==> src/rtl/win_dec_pkg.sv <==
package win_dec_pkg;

    // Address space a host request belongs to
    typedef enum logic {
        SPACE_MEM = 1'b0,
        SPACE_IO  = 1'b1
    } space_e;

    // Pull the slice index out of an address
    function automatic logic [7:0] slice_of(input logic [63:0] addr, input int unsigned shift);
        return 8'(addr >> shift);
    endfunction

endpackage

==> src/rtl/win_en_regs.sv <==
module win_en_regs #(
    parameter int unsigned NWIN    = 32,
    parameter int unsigned CFG_AW  = 4,
    parameter int unsigned ENA_OFS = 4
) (
    input  logic              clk,
    input  logic              rst_n,
    input  logic              cfg_wr,
    input  logic              cfg_rd,
    input  logic [CFG_AW-1:0] cfg_addr,
    input  logic [NWIN-1:0]   cfg_wdata,
    output logic [NWIN-1:0]   cfg_rdata,
    output logic [NWIN-1:0]   ena
);

    typedef struct packed {
        logic [NWIN-1:0] ena;
        logic [NWIN-1:0] rdata;
    } regs_t;

    regs_t r_d, r_q;
    logic  sel_ena;

    assign sel_ena = (cfg_addr == CFG_AW'(ENA_OFS));

    always_comb begin
        r_d = r_q;
        // read returns the value held before any write in the same cycle
        if (cfg_rd) begin
            r_d.rdata = sel_ena ? r_q.ena : '0;
        end
        if (cfg_wr && sel_ena) begin
            r_d.ena = cfg_wdata;
        end
    end

    always_ff @(posedge clk or negedge rst_n) begin
        if (!rst_n) begin
            r_q <= '0;
        end else begin
            r_q <= r_d;
        end
    end

    assign cfg_rdata = r_q.rdata;
    assign ena       = r_q.ena;

endmodule

==> src/rtl/win_hit_decode.sv <==
module win_hit_decode
    import win_dec_pkg::*;
#(
    parameter int unsigned ADDR_W     = 32,
    parameter int unsigned WIN_SHIFT  = 23,
    parameter int unsigned NWIN       = 32,
    parameter int unsigned REGION_TAG = 15
) (
    input  logic [ADDR_W-1:0]        addr,
    input  space_e                   space,
    input  logic [NWIN-1:0]          ena,
    output logic                     claim,
    output logic                     is_io,
    output logic [$clog2(NWIN)-1:0]  win
);

    localparam int unsigned IDX_W   = $clog2(NWIN);
    localparam int unsigned TAG_LSB = WIN_SHIFT + IDX_W;
    localparam int unsigned TAG_W   = ADDR_W - TAG_LSB;

    logic [IDX_W-1:0] idx;
    logic             tag_ok;
    logic [NWIN-1:0]  sel;
    logic             mem_hit;
    logic [IDX_W-1:0] enc;

    assign idx    = addr[TAG_LSB-1:WIN_SHIFT];
    assign tag_ok = (addr[ADDR_W-1:TAG_LSB] == TAG_W'(REGION_TAG));

    // one comparator per slice
    for (genvar i = 0; i < NWIN; i++) begin : g_slice
        assign sel[i] = tag_ok && (idx == IDX_W'(i)) && ena[i];
    end

    // sel is one-hot or zero, so an OR of indices is the encoder
    always_comb begin
        enc = '0;
        for (int i = 0; i < NWIN; i++) begin
            if (sel[i]) begin
                enc = enc | IDX_W'(i);
            end
        end
    end

    assign mem_hit = (space == SPACE_MEM) && (|sel);
    assign is_io   = (space == SPACE_IO);
    assign claim   = mem_hit || is_io;
    assign win     = mem_hit ? enc : '0;

endmodule

==> src/rtl/mmio_win_decoder.sv <==
module mmio_win_decoder
    import win_dec_pkg::*;
#(
    parameter int unsigned ADDR_W     = 32,
    parameter int unsigned WIN_SHIFT  = 23,
    parameter int unsigned NWIN       = 32,
    parameter int unsigned REGION_TAG = 15,
    parameter int unsigned CFG_AW     = 4,
    parameter int unsigned ENA_OFS    = 4
) (
    input  logic                    clk,
    input  logic                    rst_n,
    input  logic                    cfg_wr,
    input  logic                    cfg_rd,
    input  logic [CFG_AW-1:0]       cfg_addr,
    input  logic [NWIN-1:0]         cfg_wdata,
    output logic [NWIN-1:0]         cfg_rdata,
    input  logic                    req_valid,
    input  logic [ADDR_W-1:0]       req_addr,
    input  logic                    req_io,
    output logic                    dec_valid,
    output logic                    dec_claim,
    output logic                    dec_io,
    output logic [$clog2(NWIN)-1:0] dec_win,
    output logic [ADDR_W-1:0]       dec_addr
);

    localparam int unsigned IDX_W = $clog2(NWIN);

    typedef struct packed {
        logic              vld;
        logic              claim;
        logic              io;
        logic [IDX_W-1:0]  win;
        logic [ADDR_W-1:0] addr;
    } out_t;

    out_t             o_d, o_q;
    logic [NWIN-1:0]  ena_w;
    logic             hit_claim;
    logic             hit_io;
    logic [IDX_W-1:0] hit_win;
    space_e           space;

    assign space = req_io ? SPACE_IO : SPACE_MEM;

    win_en_regs #(
        .NWIN    (NWIN),
        .CFG_AW  (CFG_AW),
        .ENA_OFS (ENA_OFS)
    ) u_regs (
        .clk       (clk),
        .rst_n     (rst_n),
        .cfg_wr    (cfg_wr),
        .cfg_rd    (cfg_rd),
        .cfg_addr  (cfg_addr),
        .cfg_wdata (cfg_wdata),
        .cfg_rdata (cfg_rdata),
        .ena       (ena_w)
    );

    win_hit_decode #(
        .ADDR_W     (ADDR_W),
        .WIN_SHIFT  (WIN_SHIFT),
        .NWIN       (NWIN),
        .REGION_TAG (REGION_TAG)
    ) u_hit (
        .addr  (req_addr),
        .space (space),
        .ena   (ena_w),
        .claim (hit_claim),
        .is_io (hit_io),
        .win   (hit_win)
    );

    always_comb begin
        o_d       = o_q;
        o_d.vld   = req_valid;
        o_d.claim = 1'b0;
        o_d.io    = 1'b0;
        o_d.win   = '0;
        if (req_valid) begin
            o_d.claim = hit_claim;
            o_d.io    = hit_io;
            o_d.win   = hit_win;
            o_d.addr  = req_addr;
        end
    end

    always_ff @(posedge clk or negedge rst_n) begin
        if (!rst_n) begin
            o_q <= '0;
        end else begin
            o_q <= o_d;
        end
    end

    assign dec_valid = o_q.vld;
    assign dec_claim = o_q.claim;
    assign dec_io    = o_q.io;
    assign dec_win   = o_q.win;
    assign dec_addr  = o_q.addr;

endmodule

==> config.mk <==
export PLATFORM = sky130hd
export DESIGN_NAME = mmio_win_decoder
export DESIGN_NICKNAME = d
export VERILOG_FILES = /design/src/rtl/win_dec_pkg.sv /design/src/rtl/win_en_regs.sv /design/src/rtl/win_hit_decode.sv /design/src/rtl/mmio_win_decoder.sv
export SDC_FILE = /design/constraint.sdc
export NUM_CORES = 1
export LEC_CHECK = 0
export BUFFER_PORTS_ARGS = -buffer_cell sky130_fd_sc_hd__buf_4
export CORE_MARGIN = 10
export CORE_UTILIZATION = 46
export DETAILED_ROUTE_END_ITERATION = 7
export PLACE_DENSITY = 0.82
export REMOVE_ABC_BUFFERS = 1
export SLEW_MARGIN = 20
export SYNTH_ARGS = -nofsm -noshare
export SYNTH_HDL_FRONTEND = slang
export SYNTH_SLANG_ARGS = --single-unit
export TNS_END_PERCENT = 5
==> constraint.sdc <==
create_clock -name clk -period 1.7 [get_ports clk]
set_clock_uncertainty 0.2 [all_clocks]
set_input_delay 0.34 -clock clk [delete_from_list [all_inputs] [get_ports clk]]
set_output_delay 0.34 -clock clk [all_outputs]
set_load 0.05 [all_outputs]
-- Word-level counts from Yosys, hierarchy flattened
Index checks and enable logic that the tools add are counted.
- bits in registers: 104
- latch bits: 0
- RAM bits: 0
- bits in read-only memories: 0
- input port bits: 74
- output and inout port bits: 72
- logic and storage cells: 145
- memories: 0
- $add $sub $neg: 0
- multipliers: 0
- divide/modulo/power cells: 0
- order comparisons: 0
- eq/ne operators: 33
- shift operators: 0
- mux-type cells: 35
- bitwise operators: 1
- reduce and logical (&&, ||, !) cells: 69
- operators with widths (operator ; number):
    $mux 5 ; 17
    $eq 5x5->1 const B ; 16
    $logic_and 1x1->1 ; 66
    $eq 5x4->1 const B ; 8
    $mux 39 ; 1
    $mux 32 ; 1
    $mux 4 ; 8
    $reduce_or 32->1 ; 1
    $eq 5x3->1 const B ; 4
    $mux 3 ; 4
    $eq 5x2->1 const B ; 2
    $eq 5x1->1 const B ; 1
    $logic_not 5->1 ; 1
    $eq 4x3->1 const B ; 1
    $eq 4x4->1 const B ; 1
    $mux 2 ; 2
    $mux 1 ; 2
    $logic_or 1x1->1 ; 1
    $not 1->1 ; 1

-- Logic depth before layout (Yosys ltp)
- word-level depth: 36
- gate-level depth with buffers: 7
- gate-level depth less buffers: 5

-- Hierarchy
A second synthesis with hierarchy kept.
- cell total of the unflattened synthesis: 308
- area total of the unflattened synthesis: 4640.7 um^2
- modules (own cells, without submodules) (module ; times used ; cells each ; area each (um^2)):
    win_en_regs ; 1 ; 142 ; 2467.4
    mmio_win_decoder ; 1 ; 83 ; 1453.9
    win_hit_decode ; 1 ; 83 ; 719.4

-- Worst setup path before layout
OpenSTA, ideal clock, no wires.
- kind: input -> register
- start: input port req_addr[24]
- end: register o_q (netlist bit dec_claim)
- arrival: 1481 ps
- data required time: 1371 ps
- path slack: -110 ps
- stages: 5
- path through: buf_6 > mux4_2 > nand2b_1 > a2111oi_2 > o41a_1
- RTL lines (what ; RTL line ; source):
    start: declaration ; mmio_win_decoder.sv:19 ; input logic [ADDR_W-1:0] req_addr,
    end signal: assignment ; mmio_win_decoder.sv:92 ; o_q <= '0;
    end signal: assignment ; mmio_win_decoder.sv:94 ; o_q <= o_d;
    end: declaration ; mmio_win_decoder.sv:38 ; out_t o_d, o_q;

==> results.md <==
Final layout:
- 0 antenna diodes ended up in the layout.
- The final core utilization is 0.7047.
- The net count reported at finish is just under 700.
- The fill cell total of the finished layout is 674.
- The finished cells cover 6857 um^2.
- Relative to the synthesized area, the layout overhead comes to 50.59%.
- Of the cells placed in the final design, the portion with a size suffix greater than 1 is 0.4446.
- The count of non-filler cells in the finished layout is about 750.

Global routing:
- The initial antenna violation count is 0.
- The pin count of the biggest net entering global routing is 38.
- The overall overflow remaining after global route is 0.
- The number of global-route vias before repair is 4224.
- The wire length of the first global-routing pass is 22120 um.
- The global-route usage over all layers is 0.1919.

Power:
- Power spread over the standard cell area amounts to approximately 900 nW/um^2.
- The maximum resistive drop on vdd is 0.4513 mV.
- The analysis attributes to cell leakage a power of 3.221 nW.

Drt:
- The number of iterations in the first detailed-routing pass is 5.
- For this block, the via count after detailed routing is 3804.
- The remaining antenna violation count is 0.
- The total wire length is 13730 um.
- In this run, the number of DRC markers left after iteration 0 of detailed routing was 245.
- In the routed design, unresolved DRC markers number 0.
- The average wire per standard cell is 18.38 um.
- In the routed layout, each cell is associated on average with a via count of between 5 and 6.

Setup path:
- The element type at the critical path start is a flip-flop.
- The data arrival at the endpoint of the critical path is 1.88 ns.
- Of all nets on the critical path, the largest fanout is 2.
- The startpoint identified for the worst register-to-register timing path is u_regs.ena[16].
- Setup slack on the worst reg-to-reg path comes out at -0.1 ns.
- The worst register-to-register path ends at dec_claim.
- STA classifies the critical path endpoint as a flip-flop.
- The setup path with the least slack is of type reg2reg.
- For the worst setup path, the data required time is between 1.5 and 2 ns.
- The worst reg2reg path depth is 4.

Min path:
- The instance count along the most critical hold path is 4.
- In this run the most critical hold path is launched from req_addr[27].
- The worst hold path belongs to the class in2reg.
- The sink of the worst hold path is dec_win[2].

Clocking:
- Counting every sink on the clock net gives between 100 and 150.
- After clock tree synthesis, the clock-pin slew on the worst setup and hold paths is 0.12 ns.
- The root buffer selected by CTS is sky130_fd_sc_hd__clkbuf_8.
- At the later pin of the worst-skew pair, clock insertion delay measures 0.39 ns.
- The H-tree level count is 3.
- TritonCTS built the clock tree.
- The number of buffers added by the clock tree synthesis step is 9.
- The deepest clock path buffer count is 2.

STA:
- For this run, the top clock speed supported by timing is 556.6 MHz.
- The clock period minus final worst setup slack is 1.797 ns.
- At the pin with the least slew margin, the transition time is 0.4521 ns.
- The final count of hold timing violations was 0.
- The final count of pins violating max slew was 0.
- The relative max-transition margin is 0.6986.
- Across all setup checks in the final design, the least slack found is -0.09660 ns.
- The number of endpoints failing setup at the final stage is 2.
- Setup repair after global routing could not meet its margin everywhere.
- Of the available clock period, the critical path in the final layout requires 1.057.

Die:
- The total area inside the core boundary comes to just under 10000 um^2.
- For this configuration, the core starts out at a cell density of 0.4680.
- The die covers 14280 um^2.
- approximately 150 I/O pins were placed.
- The die height is roughly 120 um.
- In this run the core area contains 36 standard-cell rows.
- The floorplan die width is ~120 um.

Synthesis:
- Summing every instance area after synthesis gives between 4000 and 5000 um^2.
- The mean instance size in the synthesized netlist is 12.05 um^2.
- During synthesis, Yosys emitted a total of 0 warnings.
- The async set-or-reset flop fraction in the synthesized netlist is 1.000.
- The flip-flop and latch count after synthesis is 104.
- The dominant synthesized flop cell is sky130_fd_sc_hd__dfrtp_1.
- The cell count after synthesis came out at 378.
- Yosys mapped a number of flops with a built-in enable equal to 0.
- The number of different library cells used by synthesis comes to 39.
- The share of the Yosys chip area taken by registers is 0.5716.

Place:
- The count of buffers added on input and output ports is ~150.
- The wire-length estimate of the detail-placed layout is approximately 9400 um.
- Summing all placed instances gives a cell area of 6017 um^2.
- The congestion estimate from routability-driven global placement came to 0.8645.
- The worst-case setup slack after placement is -0.2688 ns.
- The placed instance count is about 670.

Flow run:
- The max-capacitance violation count is 0.

Status:
- The checks that failed: setup timing.
- The flow ran to the end, but the final reports show violations.
[cells in the final DEF, fill, tap and decap left out, drive strengths merged, types with 3 or more instances in the layout]
| cell type | n |
|---|---|
| nor2 | 7 |
| clkinv | 3 |
| mux4 | 5 |
| mux2i | 15 |
| nor2b | 3 |
| buf | 182 |
| o21ai | 39 |
| dlygate4sd3 | 61 |
| nand2 | 42 |
| nand3 | 4 |
| dfrtp | 104 |
| a31oi | 3 |
| clkbuf | 9 |
| nand4 | 3 |
| nand3b | 3 |
| mux2 | 67 |
| inv | 37 |
| nand2b | 7 |
[registers in the layout, summed over array words and instances, names as in the netlist]
name / count
dec_addr: 32
dec_claim: 1
dec_io: 1
dec_valid: 1
dec_win: 5
u_regs.cfg_rdata: 32
u_regs.ena: 32
[layout make-up]
| type | instances | area [um^2] | area share |
|---|---|---|---|
| repair buffers | 243 | 2052 | 0.2993 |
| flip-flops and latches | 104 | 2603 | 0.3796 |
| multi-input cells | 217 | 1709 | 0.2493 |
| clock inverters | 7 | 75.07 | 0.01095 |
| clock buffers | 9 | 123.9 | 0.01807 |
| well taps | 133 | 166.4 | 0.02427 |
| inverters | 34 | 127.6 | 0.01861 |
[synthesized netlist by cell type, types with 5 or more instances]
library cell                 n  area [um^2]
sky130_fd_sc_hd__dfrtp_1   104         2603
sky130_fd_sc_hd__mux2_2     67        754.5
sky130_fd_sc_hd__nand2_1    41        153.9
sky130_fd_sc_hd__inv_1      34        127.6
sky130_fd_sc_hd__o21ai_0    29        145.1
sky130_fd_sc_hd__mux2i_1    15        150.1
sky130_fd_sc_hd__o21ai_1    10        50.05
sky130_fd_sc_hd__buf_2       7        35.03
sky130_fd_sc_hd__clkbuf_1    7        26.28
sky130_fd_sc_hd__nand2b_1    7        43.79
sky130_fd_sc_hd__nor2_1      7        26.28
sky130_fd_sc_hd__buf_1       5        18.77
[power by group]
part	switching (mW)	internal [mW]
Combinational	0.830	0.803
Sequential	0.233	2.75
Clock	0.968	0.576
Total	2.03	4.13
[repair_timing]
| item | CTS | global route |
|---|---|---|
| endpoints found under the setup margin | 2 | 2 |
| endpoints found under the hold margin | 165 | 0 |
| setup buffers | 0 | 3 |
| hold buffers | 61 | 0 |
| resized for setup | 1 | 0 |
[per-layer routing]
layer	part of all wire	routed length, um	track usage	vias to the layer above
met5	0	0	0	-
met4	0.025	350	0.06938	0
met3	0.047	649	0.04032	28
met2	0.55	7523	0.3535	106
met1	0.38	5207	0.2128	1911
li1	-	-	-	1759
[how the worst max path moves through the flow]
stage | end | cells after the start | startpoint
after global placement | dec_claim | 5 | req_addr[24]
after floorplan | u_regs.ena[0] | 3 | cfg_addr[1]
after detailed placement | dec_claim | 5 | req_addr[24]
after CTS | dec_claim | 4 | u_regs.ena[16]
final | dec_claim | 4 | u_regs.ena[16]
after global routing | dec_claim | 4 | u_regs.ena[16]
[logic make-up (layout without fill, tap and decap cells)]
group	count (synthesis)	count (layout)	share of synthesized area
AOI/OAI and AO/OA	54	54	0.07118
buffers and inverters	57	293	0.05468
DFF	104	104	0.5716
muxes	87	87	0.2242
and+or+nand+nor	76	76	0.07832
[stage by stage]
stage               power (mW)  setup TNS [ns]  hold WS [ns]
global route             6.441         -0.1861       0.08607
detailed placement       4.504          -2.540     -0.003800
global placement         4.452          -1.634     -0.004683
finish                   6.161         -0.1224       0.08675
CTS                      6.160         -0.1344       0.06391
floorplan                3.792          -14.20       -0.1556
[worst max-delay path, stage by stage (launching register included)]
cell and delay, ns:
sky130_fd_sc_hd__dfrtp_1 0.42, sky130_fd_sc_hd__mux4_2 0.50, sky130_fd_sc_hd__nand2b_4 0.10, sky130_fd_sc_hd__a2111oi_2 0.07, sky130_fd_sc_hd__o41a_1 0.41
Power figures use the tool's default switching activity.
